===== src/rtl/indexer_pkg.sv =====
package indexer_pkg;
  localparam int POS_W = 7;              // 128 fine positions per electrical cycle
  localparam int QTR_W = POS_W - 2;      // bits inside one quadrant
  localparam int AMP_W = 8;              // signed setpoint width
  localparam logic [POS_W-1:0] HOME_POS = 7'd16;  // 45 degrees

  localparam logic [2:0] MODE_FULL      = 3'd0;
  localparam logic [2:0] MODE_HALF      = 3'd1;
  localparam logic [2:0] MODE_QUARTER   = 3'd2;
  localparam logic [2:0] MODE_EIGHTH    = 3'd3;
  localparam logic [2:0] MODE_SIXTEENTH = 3'd4;

  typedef struct packed {
    logic move;   // accepted step this cycle
    logic up;     // direction of the move
  } idx_strobe_t;
endpackage


===== src/rtl/quarter_sine_lut.sv =====
module quarter_sine_lut
  import indexer_pkg::*;
(
  input  logic [POS_W-1:0]        angle,
  output logic signed [AMP_W-1:0] value
);
  function automatic logic [AMP_W-1:0] quarterMag(input logic [QTR_W:0] k);
    case (k)
      6'd0:  quarterMag = 8'd0;
      6'd1:  quarterMag = 8'd6;
      6'd2:  quarterMag = 8'd12;
      6'd3:  quarterMag = 8'd19;
      6'd4:  quarterMag = 8'd25;
      6'd5:  quarterMag = 8'd31;
      6'd6:  quarterMag = 8'd37;
      6'd7:  quarterMag = 8'd43;
      6'd8:  quarterMag = 8'd49;
      6'd9:  quarterMag = 8'd54;
      6'd10: quarterMag = 8'd60;
      6'd11: quarterMag = 8'd65;
      6'd12: quarterMag = 8'd71;
      6'd13: quarterMag = 8'd76;
      6'd14: quarterMag = 8'd81;
      6'd15: quarterMag = 8'd85;
      6'd16: quarterMag = 8'd90;
      6'd17: quarterMag = 8'd94;
      6'd18: quarterMag = 8'd98;
      6'd19: quarterMag = 8'd102;
      6'd20: quarterMag = 8'd106;
      6'd21: quarterMag = 8'd109;
      6'd22: quarterMag = 8'd112;
      6'd23: quarterMag = 8'd115;
      6'd24: quarterMag = 8'd117;
      6'd25: quarterMag = 8'd120;
      6'd26: quarterMag = 8'd122;
      6'd27: quarterMag = 8'd123;
      6'd28: quarterMag = 8'd125;
      6'd29: quarterMag = 8'd126;
      6'd30: quarterMag = 8'd126;
      default: quarterMag = 8'd127;
    endcase
  endfunction

  logic [QTR_W:0]          fold;
  logic [AMP_W-1:0]        mag;
  logic signed [AMP_W-1:0] smag;

  always_comb begin
    // odd quadrants run the quarter wave backwards
    if (angle[QTR_W])
      fold = {1'b1, {QTR_W{1'b0}}} - {1'b0, angle[QTR_W-1:0]};
    else
      fold = {1'b0, angle[QTR_W-1:0]};
    mag   = quarterMag(fold);
    smag  = $signed(mag);
    // lower half-cycle is negative
    value = angle[POS_W-1] ? -smag : smag;
  end
endmodule


===== src/rtl/indexer_ctrl.sv =====
module indexer_ctrl
  import indexer_pkg::*;
#(
  parameter int WAKE_CYCLES = 200000,
  parameter int OCP_CYCLES  = 600
) (
  input  logic        clk,
  input  logic        resetN,
  input  logic        enableN,
  input  logic        sleepN,
  input  logic        stepIn,
  input  logic        dirIn,
  input  logic        ocpIn,
  output idx_strobe_t stb,
  output logic        bridgeOn,
  output logic        faultN
);
  localparam int WAKE_W = $clog2(WAKE_CYCLES + 1);
  localparam int OCP_W  = $clog2(OCP_CYCLES + 1);
  localparam logic [WAKE_W-1:0] WAKE_LOAD = WAKE_W'(WAKE_CYCLES);
  localparam logic [OCP_W-1:0]  OCP_LIMIT = OCP_W'(OCP_CYCLES);

  logic [2:0]        stepPipe;   // [0],[1] synchronizer, [2] edge history
  logic              stepRise;
  logic [WAKE_W-1:0] wakeCnt;
  logic              lockout;
  logic [OCP_W-1:0]  ocpCnt;
  logic              faultLatched;
  logic              stepGate;

  always_ff @(posedge clk or negedge resetN) begin
    if (!resetN) stepPipe <= '0;
    else         stepPipe <= {stepPipe[1:0], stepIn};
  end

  assign stepRise = stepPipe[1] & ~stepPipe[2];

  // wake lockout: reloaded while asleep or in reset, drains once awake
  always_ff @(posedge clk or negedge resetN) begin
    if (!resetN)             wakeCnt <= WAKE_LOAD;
    else if (!sleepN)        wakeCnt <= WAKE_LOAD;
    else if (wakeCnt != '0)  wakeCnt <= wakeCnt - 1'b1;
  end

  assign lockout = (wakeCnt != '0);

  // overcurrent persistence window and sticky fault
  always_ff @(posedge clk or negedge resetN) begin
    if (!resetN) begin
      ocpCnt       <= '0;
      faultLatched <= 1'b0;
    end else if (!sleepN) begin
      ocpCnt <= '0;
    end else if (ocpIn) begin
      if (ocpCnt == OCP_LIMIT) faultLatched <= 1'b1;
      else                     ocpCnt <= ocpCnt + 1'b1;
    end else begin
      ocpCnt <= '0;
    end
  end

  assign stepGate = ~enableN & sleepN & ~lockout & ~faultLatched;

  always_comb begin
    stb.move = stepRise & stepGate;
    stb.up   = dirIn;
  end

  assign bridgeOn = resetN & ~enableN & sleepN & ~faultLatched;
  assign faultN   = ~faultLatched;

  assert_fault_sticky_R11: assert property (@(posedge clk) disable iff (!resetN)
    !faultN |=> !faultN);

  assert_short_burst_no_fault_R10: assert property (@(posedge clk) disable iff (!resetN)
    (faultN && !ocpIn) |=> faultN);

  assert_one_move_per_edge_R3: assert property (@(posedge clk) disable iff (!resetN)
    stb.move |=> !stb.move);
endmodule


===== src/rtl/indexer_datapath.sv =====
module indexer_datapath
  import indexer_pkg::*;
(
  input  logic                    clk,
  input  logic                    resetN,
  input  idx_strobe_t             stb,
  input  logic [2:0]              modeSel,
  output logic [POS_W-1:0]        posIdx,
  output logic signed [AMP_W-1:0] coilA,
  output logic signed [AMP_W-1:0] coilB
);
  logic [2:0]       strideShift;
  logic [POS_W-1:0] stride;
  logic [POS_W-1:0] rel;
  logic [1:0]       quad;
  logic [POS_W-1:0] fullNext;
  logic [POS_W-1:0] posNext;

  always_comb begin
    case (modeSel)
      MODE_HALF:      strideShift = 3'd4;
      MODE_QUARTER:   strideShift = 3'd3;
      MODE_EIGHTH:    strideShift = 3'd2;
      MODE_SIXTEENTH: strideShift = 3'd1;
      default:        strideShift = 3'd0;
    endcase
    stride = {{(POS_W-1){1'b0}}, 1'b1} << strideShift;

    // full step: work relative to the 45 degree grid
    rel = posIdx - HOME_POS;
    if (stb.up)
      quad = rel[POS_W-1:QTR_W] + 2'd1;
    else
      quad = rel[POS_W-1:QTR_W] - {1'b0, (rel[QTR_W-1:0] == '0)};
    fullNext = {quad, {QTR_W{1'b0}}} + HOME_POS;

    if (modeSel == MODE_FULL) posNext = fullNext;
    else if (stb.up)          posNext = posIdx + stride;
    else                      posNext = posIdx - stride;
  end

  always_ff @(posedge clk or negedge resetN) begin
    if (!resetN)       posIdx <= HOME_POS;
    else if (stb.move) posIdx <= posNext;
  end

  // phase 0 (A) leads by a quarter cycle: cosine; phase 1 (B): sine
  logic signed [AMP_W-1:0] amp [2];
  for (genvar g = 0; g < 2; g++) begin : g_phase
    localparam logic [POS_W-1:0] OFFS = (g == 0) ? {2'b01, {QTR_W{1'b0}}} : '0;
    quarter_sine_lut u_lut (
      .angle (posIdx + OFFS),
      .value (amp[g])
    );
  end

  assign coilA = amp[0];
  assign coilB = amp[1];

  assert_fine_stride_R5: assert property (@(posedge clk) disable iff (!resetN)
    (stb.move && stb.up && modeSel >= 3'd5) |=> posIdx == $past(posIdx) + 7'd1);

  assert_full_snap_R6: assert property (@(posedge clk) disable iff (!resetN)
    (stb.move && modeSel == MODE_FULL) |=> posIdx[QTR_W-1:0] == 5'd16);

  assert_hold_without_move_R3: assert property (@(posedge clk) disable iff (!resetN)
    !stb.move |=> $stable(posIdx));
endmodule


===== src/rtl/stepper_indexer.sv =====
module stepper_indexer
  import indexer_pkg::*;
#(
  parameter int WAKE_CYCLES = 200000,
  parameter int OCP_CYCLES  = 600
) (
  input  logic              clk,
  input  logic              resetN,
  input  logic              enableN,
  input  logic              sleepN,
  input  logic              stepIn,
  input  logic              dirIn,
  input  logic [2:0]        modeSel,
  input  logic              ocpIn,
  output logic signed [7:0] coilA,
  output logic signed [7:0] coilB,
  output logic              bridgeOn,
  output logic              faultN
);
  idx_strobe_t      stb;
  logic [POS_W-1:0] posIdx;

  indexer_ctrl #(
    .WAKE_CYCLES (WAKE_CYCLES),
    .OCP_CYCLES  (OCP_CYCLES)
  ) u_ctrl (
    .clk      (clk),
    .resetN   (resetN),
    .enableN  (enableN),
    .sleepN   (sleepN),
    .stepIn   (stepIn),
    .dirIn    (dirIn),
    .ocpIn    (ocpIn),
    .stb      (stb),
    .bridgeOn (bridgeOn),
    .faultN   (faultN)
  );

  indexer_datapath u_dp (
    .clk     (clk),
    .resetN  (resetN),
    .stb     (stb),
    .modeSel (modeSel),
    .posIdx  (posIdx),
    .coilA   (coilA),
    .coilB   (coilB)
  );

  assert_sleep_freeze_R8: assert property (@(posedge clk) disable iff (!resetN)
    !sleepN |=> $stable(posIdx));

  assert_wake_lockout_R9: assert property (@(posedge clk) disable iff (!resetN)
    $rose(sleepN) |=> $stable(posIdx));

  assert_disable_freeze_R7: assert property (@(posedge clk) disable iff (!resetN)
    enableN |=> $stable(posIdx));

  assert_fault_freeze_R10: assert property (@(posedge clk) disable iff (!resetN)
    !faultN |=> $stable(posIdx));
endmodule


===== config.mk =====
export PLATFORM = sky130hd
export DESIGN_NAME = stepper_indexer
export DESIGN_NICKNAME = d
export VERILOG_FILES = /design/src/rtl/indexer_pkg.sv /design/src/rtl/quarter_sine_lut.sv /design/src/rtl/indexer_ctrl.sv /design/src/rtl/indexer_datapath.sv /design/src/rtl/stepper_indexer.sv
export SDC_FILE = /design/constraint.sdc
export NUM_CORES = 1
export LEC_CHECK = 0
export ABC_CLOCK_PERIOD_IN_PS = 5900
export BUFFER_PORTS_ARGS = -buffer_cell sky130_fd_sc_hd__buf_2
export CAP_MARGIN = 25
export CORE_MARGIN = 8
export CORE_UTILIZATION = 56
export DETAILED_ROUTE_END_ITERATION = 10
export PLACE_DENSITY = 0.75
export SYNTH_ARGS = -nofsm -noshare
export SYNTH_HDL_FRONTEND = slang
export SYNTH_SLANG_ARGS = --single-unit

===== constraint.sdc =====
create_clock -name clk -period 5.9 [get_ports clk]
set_input_delay 1.18 -clock clk [delete_from_list [all_inputs] [get_ports clk]]
set_output_delay 1.18 -clock clk [all_outputs]
set_load 0.02 [all_outputs]

======== Word-level counts from Yosys, hierarchy flattened ========
Memories as Yosys holds them, arrays and structs flattened.
Index checks and enable logic that the tools add are counted.
operators by class
  add/sub/neg operators ................... 13
  equality and inequality tests ........... 7
  shift operators ......................... 1
  muxes and demuxes ....................... 15
  bitwise logic cells ..................... 12
  reductions and logical operators ........ 4
operators with widths
  cell                                                                   number
  18-bit 2-to-1 mux                                                      2
  8-bit 2-to-1 mux                                                       4
  10-bit 2-to-1 mux                                                      3
  18-bit nonzero test                                                    1
  18-bit by 1-bit subtractor with 18-bit output, second input constant   1
  8-bit negator                                                          2
  7-bit 2-to-1 mux                                                       2
  6-bit 2-to-1 mux                                                       2
  3-bit one-hot mux with 4 select lines                                  1
  6-bit by 5-bit subtractor with 6-bit output, first input constant      2
  10-bit by 1-bit adder with 10-bit output, second input constant        1
  10-bit equality test, second input constant                            1
  1-bit bitwise AND                                                      8
  7-bit by 5-bit adder with 7-bit output, second input constant          1
  7-bit by 6-bit adder with 7-bit output, second input constant          1
  7-bit adder                                                            1
  1-bit by 3-bit << shifter with 7-bit output, first input constant      1
  7-bit by 5-bit subtractor with 7-bit output, second input constant     1
  7-bit subtractor                                                       1
  3-bit by 2-bit equality test with 1-bit output, second input constant  2
  5-bit logical NOT                                                      1
  1-bit inverter                                                         4
  3-bit by 1-bit equality test with 1-bit output, second input constant  1
  3-bit equality test, second input constant                             1
  other kinds (7)                                                        7
storage, ports and cells
  flip-flop bits (word level) ............. 39
  bits in read-only memories .............. 448
  bits of input ports ..................... 10
  output and inout port bits .............. 18
  word-level logic and storage cells ...... 59
  memories ................................ 2
memories
  memory            words  bits a word  read ports  clocked after memory_dff  write ports  RTL line               RTL
  (name not given)  32     7            1           0                         0            quarter_sine_lut.sv:8  case (k)
  (name not given)  32     7            1           0                         0            quarter_sine_lut.sv:8

======== Depth between registers and ports, before layout ========
An unclocked memory read counts as a cell.
  depth in word-level cells ............... 7
  depth in mapped cells ................... 19
  gate-level depth less buffers ........... 15

======== By module ========
A second synthesis with hierarchy kept.
second synthesis, totals
  cell total of the unflattened synthesis .. 514
  area total of the unflattened synthesis .. 4302.9 sq um
modules (own cells, without submodules)
  module            instances  cells an instance  area an instance (sq um)  seq. area each (sq um)
  quarter_sine_lut  2          129                959.7                     0.0
  indexer_ctrl      1          166                1662.8                    808.3
  indexer_datapath  1          90                 720.7                     176.4

======== Worst setup path before layout ========
No wires, ideal clock.
  path type ............................... flip-flop to output port
  start point ............................. register u_dp.posIdx[0]
  end point ............................... output port coilA[6]
  data arrival time ....................... 4132 ps
  data required time ...................... 4720 ps
  path slack .............................. 588 ps
  stages on the path, launching flop included .. 20
  buffers on the path ..................... 4
  cells stage by stage .................... dfrtp_1 -> buf_2 -> buf_1 -> inv_1 -> ha_1 -> buf_2 -> nand2b_1 -> nor2_1 -> ha_1 -> nor2b_1 -> or2_2 -> clkbuf_1 -> nor3_1 -> o21a_1 -> o31ai_1 -> inv_1 -> ha_1 -> nand2_1 -> o41ai_2 -> xnor2_1
on the way
  longest elaborated chain between the ends .. 7
RTL lines
  what                                         RTL line                RTL
  start: declaration                           indexer_datapath.sv:8   output logic [POS_W-1:0] posIdx,
  start signal: assignment                     indexer_datapath.sv:44  else if (stb.move) posIdx <= posNext;
  7-bit by 6-bit adder with 7-bit output *     indexer_datapath.sv:52  .angle (posIdx + OFFS),
  6-bit by 5-bit subtractor with 6-bit output  quarter_sine_lut.sv:51  fold = {1'b1, {QTR_W{1'b0}}} - {1'b0, angle[QTR_W-1:0]};
  6-bit 2-to-1 mux                             quarter_sine_lut.sv:50  if (angle[QTR_W])
  memory 32 x 7 bit                            -
  8-bit 2-to-1 mux                             quarter_sine_lut.sv:8
  8-bit negator                                quarter_sine_lut.sv:57  value = angle[POS_W-1] ? -smag : smag;
  8-bit 2-to-1 mux *                           quarter_sine_lut.sv:57
  end: declaration                             stepper_indexer.sv:15   output logic signed [7:0] coilA,
Mark *: on every way between the ends. The rest lies on a longest branch, timed or not.

======== Final worst setup path ========
  start point ............................. register u_dp.posIdx[0]
  end point ............................... output port coilA[4]
The elaborated chain is that of the path after synthesis.

==> impl_metrics.csv <==
group,metric,value,unit
synthesis,synth-seq-cells,39,
sta,finalCritPeriodShare,0.931,
synthesis,yosysUniqueCellTypes,71,
worst_setup_path,reg2reg_depth,7,
sta,final_hold_viol_count,0,
synthesis,synthesis.instances,494,
clock_network,clk_pin_slew_worst_paths,0.08,ns
placement,place_hpwl,6880,microns
drt,detail-route-antenna-nets,0,
grt,grt.total_usage,0.191,
grt,grt_pass1_vias,3618,
clock_network,cts_inserted_buffers,5,
power,ir_drop,230,uV
worst_setup_path,worstPathCellList,"inv_1 -> ha_1 -> nand2b_1 -> nor2_1 -> ha_1 -> nor2b_1 -> or2_2 -> nor3_1 -> o21a_1 -> o31ai_1 -> inv_1 -> ha_1 -> nand2_1 -> o31ai_1 -> xor2_1 -> buf_2",
synthesis,synth_common_cells,"nand2_1, o21ai_0, dfrtp_1",
synthesis,syn-num-nets,529,
worst_setup_path,slowest_stage,"dfrtp_1",
floorplan,start_util,0.581,
synthesis,yosysTopAreaCellShare,0.203,
drt,wirelength,9390,microns
clock_network,ctsResizeCount,0,
sta,setup_tns,0,ns
worst_setup_path,worst_setup_path_start_kind,"flip-flop",
clock_network,root_buffer,"clkbuf_8",
drt,drtIter0Drc,158,
worst_setup_path,crit_top_cell,"ha_1",
drt,drt_first_pass_iters,5,
floorplan,core-area,0.00679,sq mm
cells_and_area,n_fill_cell,598,
synthesis,async_reset_ff_frac,1.00,
synthesis,ys.flop_type,"dfrtp_1",
sta,tightest_slew,0.873,ns
floorplan,chipHeight,100,microns
sta,fin_skew,0.00687,ns
drt,route.detailed.drc,0,
worst_setup_path,crit_start,"u_dp.posIdx[0]$_DFFE_PN0P_",
hold_path,hold_depth,0,
job,cap_violations,0,
worst_setup_path,rrSetupSlack,3.10,ns
sta,slew_viol_final,0,
clock_network,clkSinkCount,39,
worst_setup_path,crit_buf_inv,3,
cells_and_area,nets,542,
worst_setup_path,required,4.72,ns
floorplan,ioPinCount,28,
clock_network,cts_tree,"done",
worst_setup_path,cp_top_family,"simple AND/OR/NAND/NOR gates",
clock_network,htreeDepth,2,
clock_network,ctsHoldBuffers,0,
grt,antenna_found_initial,0,
worst_setup_path,r2r-start,"u_ctrl.wakeCnt[8]$_DFFE_PN1P_",
worst_setup_path,critical_path_class,"reg2out",
floorplan,rows,30,
worst_setup_path,cp.depth,16,
power,cellPowerDensity,149,mW/mm^2
synthesis,synth_area,0.00395,sq mm
synthesis,post-synth-top-area-cell,"dfrtp_1",
synthesis,synth.most_common_cell,"nand2_1",
clock_network,clock_latency,0.30,ns
run_status,status,"finished, final reports clean",
cells_and_area,stdcell_count,604,
placement,io_buffers,27,
floorplan,die_w,100,microns
clock_network,cts_buffer_depth,2,
sta,rsz0062_at_grt,"no",
hold_path,worstHoldStart,"u_ctrl.stepPipe[0]$_DFF_PN0_",
drt,wire_per_inst,15.6,microns
drt,vias,3729,
power,p_leak,1.79,nW
synthesis,ys_seq_area_frac,0.249,
grt,gr-total-overflow,0,
worst_setup_path,r2r-end,"u_dp.posIdx[6]$_DFFE_PN0P_",
floorplan,dieArea,0.00999,sq mm
synthesis,synth_edf_count,0,
cells_and_area,syn2layout_area_growth,7.70,%
synthesis,synth.area.top_cells,"dfrtp_1, ha_1, xnor2_1",
synthesis,yosysWarnings,0,
drt,post_drt_via_cell_ratio,6.17,
placement,gp_congestion,0.994,
sta,max_freq,182,MHz
synthesis,syn-mean-instance-area,7.99,sq um
placement,dp.cells,596,
worst_setup_path,crit_fanout,16,
grt,grt_max_degree,41,
cells_and_area,num_antenna_cells,0,
sta,setup_viol,0,
worst_setup_path,cpPeakStageDelay,0.62,ns
worst_setup_path,end_kind,"output port",
sta,max_slew_margin,0.418,
hold_path,min_path_type,"reg2reg",
grt,grt_pass1_wl,16200,microns
hold_path,hold_path_end,"u_ctrl.stepPipe[1]$_DFF_PN0_",
worst_setup_path,crit_arrival,4.31,ns
cells_and_area,drive_gt1_frac,0.134,
sta,period_minus_slack,5.49,ns
clock_network,post_cts_buffers,0,
-- where the power goes --
part / switching [mW] / internal, mW / total [mW]
sequential: 0.0109 / 0.279 / 0.290
combinational: 0.0456 / 0.0313 / 0.0768
clock: 0.0980 / 0.169 / 0.267
total: 0.154 / 0.479 / 0.633
-- worst max path at each step --
| stage | to | slack, ns |
|---|---|---|
| floorplan | coilA[6] | 0.59 |
| global placement | coilA[6] | 1.03 |
| detailed placement | coilA[4] | 0.81 |
| CTS | coilA[4] | 0.47 |
| global route | coilA[4] | 0.04 |
| finish | coilA[4] | 0.41 |
-- registers in the layout, summed over array words and instances (netlist names) --
name / cells
u_ctrl.faultLatched: 1
u_ctrl.ocpCnt: 10
u_ctrl.stepPipe: 3
u_ctrl.wakeCnt: 18
u_dp.posIdx: 7
-- cell type report --
| class | count | area (sq um) | share of cell area |
|---|---|---|---|
| inverter | 29 | 109 | 0.0256 |
| timing repair buffer | 33 | 180 | 0.0424 |
| sequential | 39 | 985 | 0.232 |
| multi-input combinational | 399 | 2720 | 0.640 |
| clock inverter | 3 | 67.6 | 0.0159 |
| tap | 96 | 120 | 0.0282 |
| clock buffer | 5 | 68.8 | 0.0162 |
-- logic make-up after synthesis --
logic type,synth area share
AND/OR/NAND/NOR,0.247
AO/OA/AOI/OAI,0.266
buffers and inverters,0.0612
flip-flops,0.249
XOR/XNOR,0.0776
adder cells (fa/ha/maj),0.0811
multiplexers,0.0184
-- worst reg2reg max path: stages (launching register included) --
cell and delay, ns:
dfstp_2 0.39, nor4_2 0.40, nand3b_1 0.16, or3_1 0.41
or4_1 0.70, nor2_4 0.33, o211ai_1 0.15, xnor2_1 0.14
-- layer usage --
metal | GRT usage | wire length, microns | vias to the layer above
li1 | - | - | 1828
met1 | 0.226 | 4040 | 1763
met2 | 0.334 | 4680 | 120
met3 | 0.0277 | 470 | 18
met4 | 0.0872 | 206 | 0
met5 | 0 | 0 | -
-- per-stage QoR --
stage	worst slack (ns)	hold WS (ns)	total power, mW	cell area (sq um)	utilization
2_1_floorplan	0.588	0.331	0.347	3950	-
3_3_place_gp	1.03	0.338	0.368	4120	0.606
3_5_place_dp	0.807	0.338	0.372	4120	0.606
4_1_cts	0.470	0.358	0.641	4250	0.626
5_1_grt	0.0385	0.370	0.660	4250	0.626
6_report	0.408	0.354	0.633	4250	0.626
-- placed cells by master, fill, tap and decap left out, drive strengths merged, types with 13 or more instances in the layout --
master,synthesis,layout
ha,24,24
nand3,17,17
xnor2,24,24
dfrtp,32,32
nor3,19,19
inv,29,29
o21ai,44,44
nand2b,13,13
nor2,26,26
nand2,42,42
a21oi,27,27
buf,15,33
Note: power is estimated with default switching activity, not from simulation.
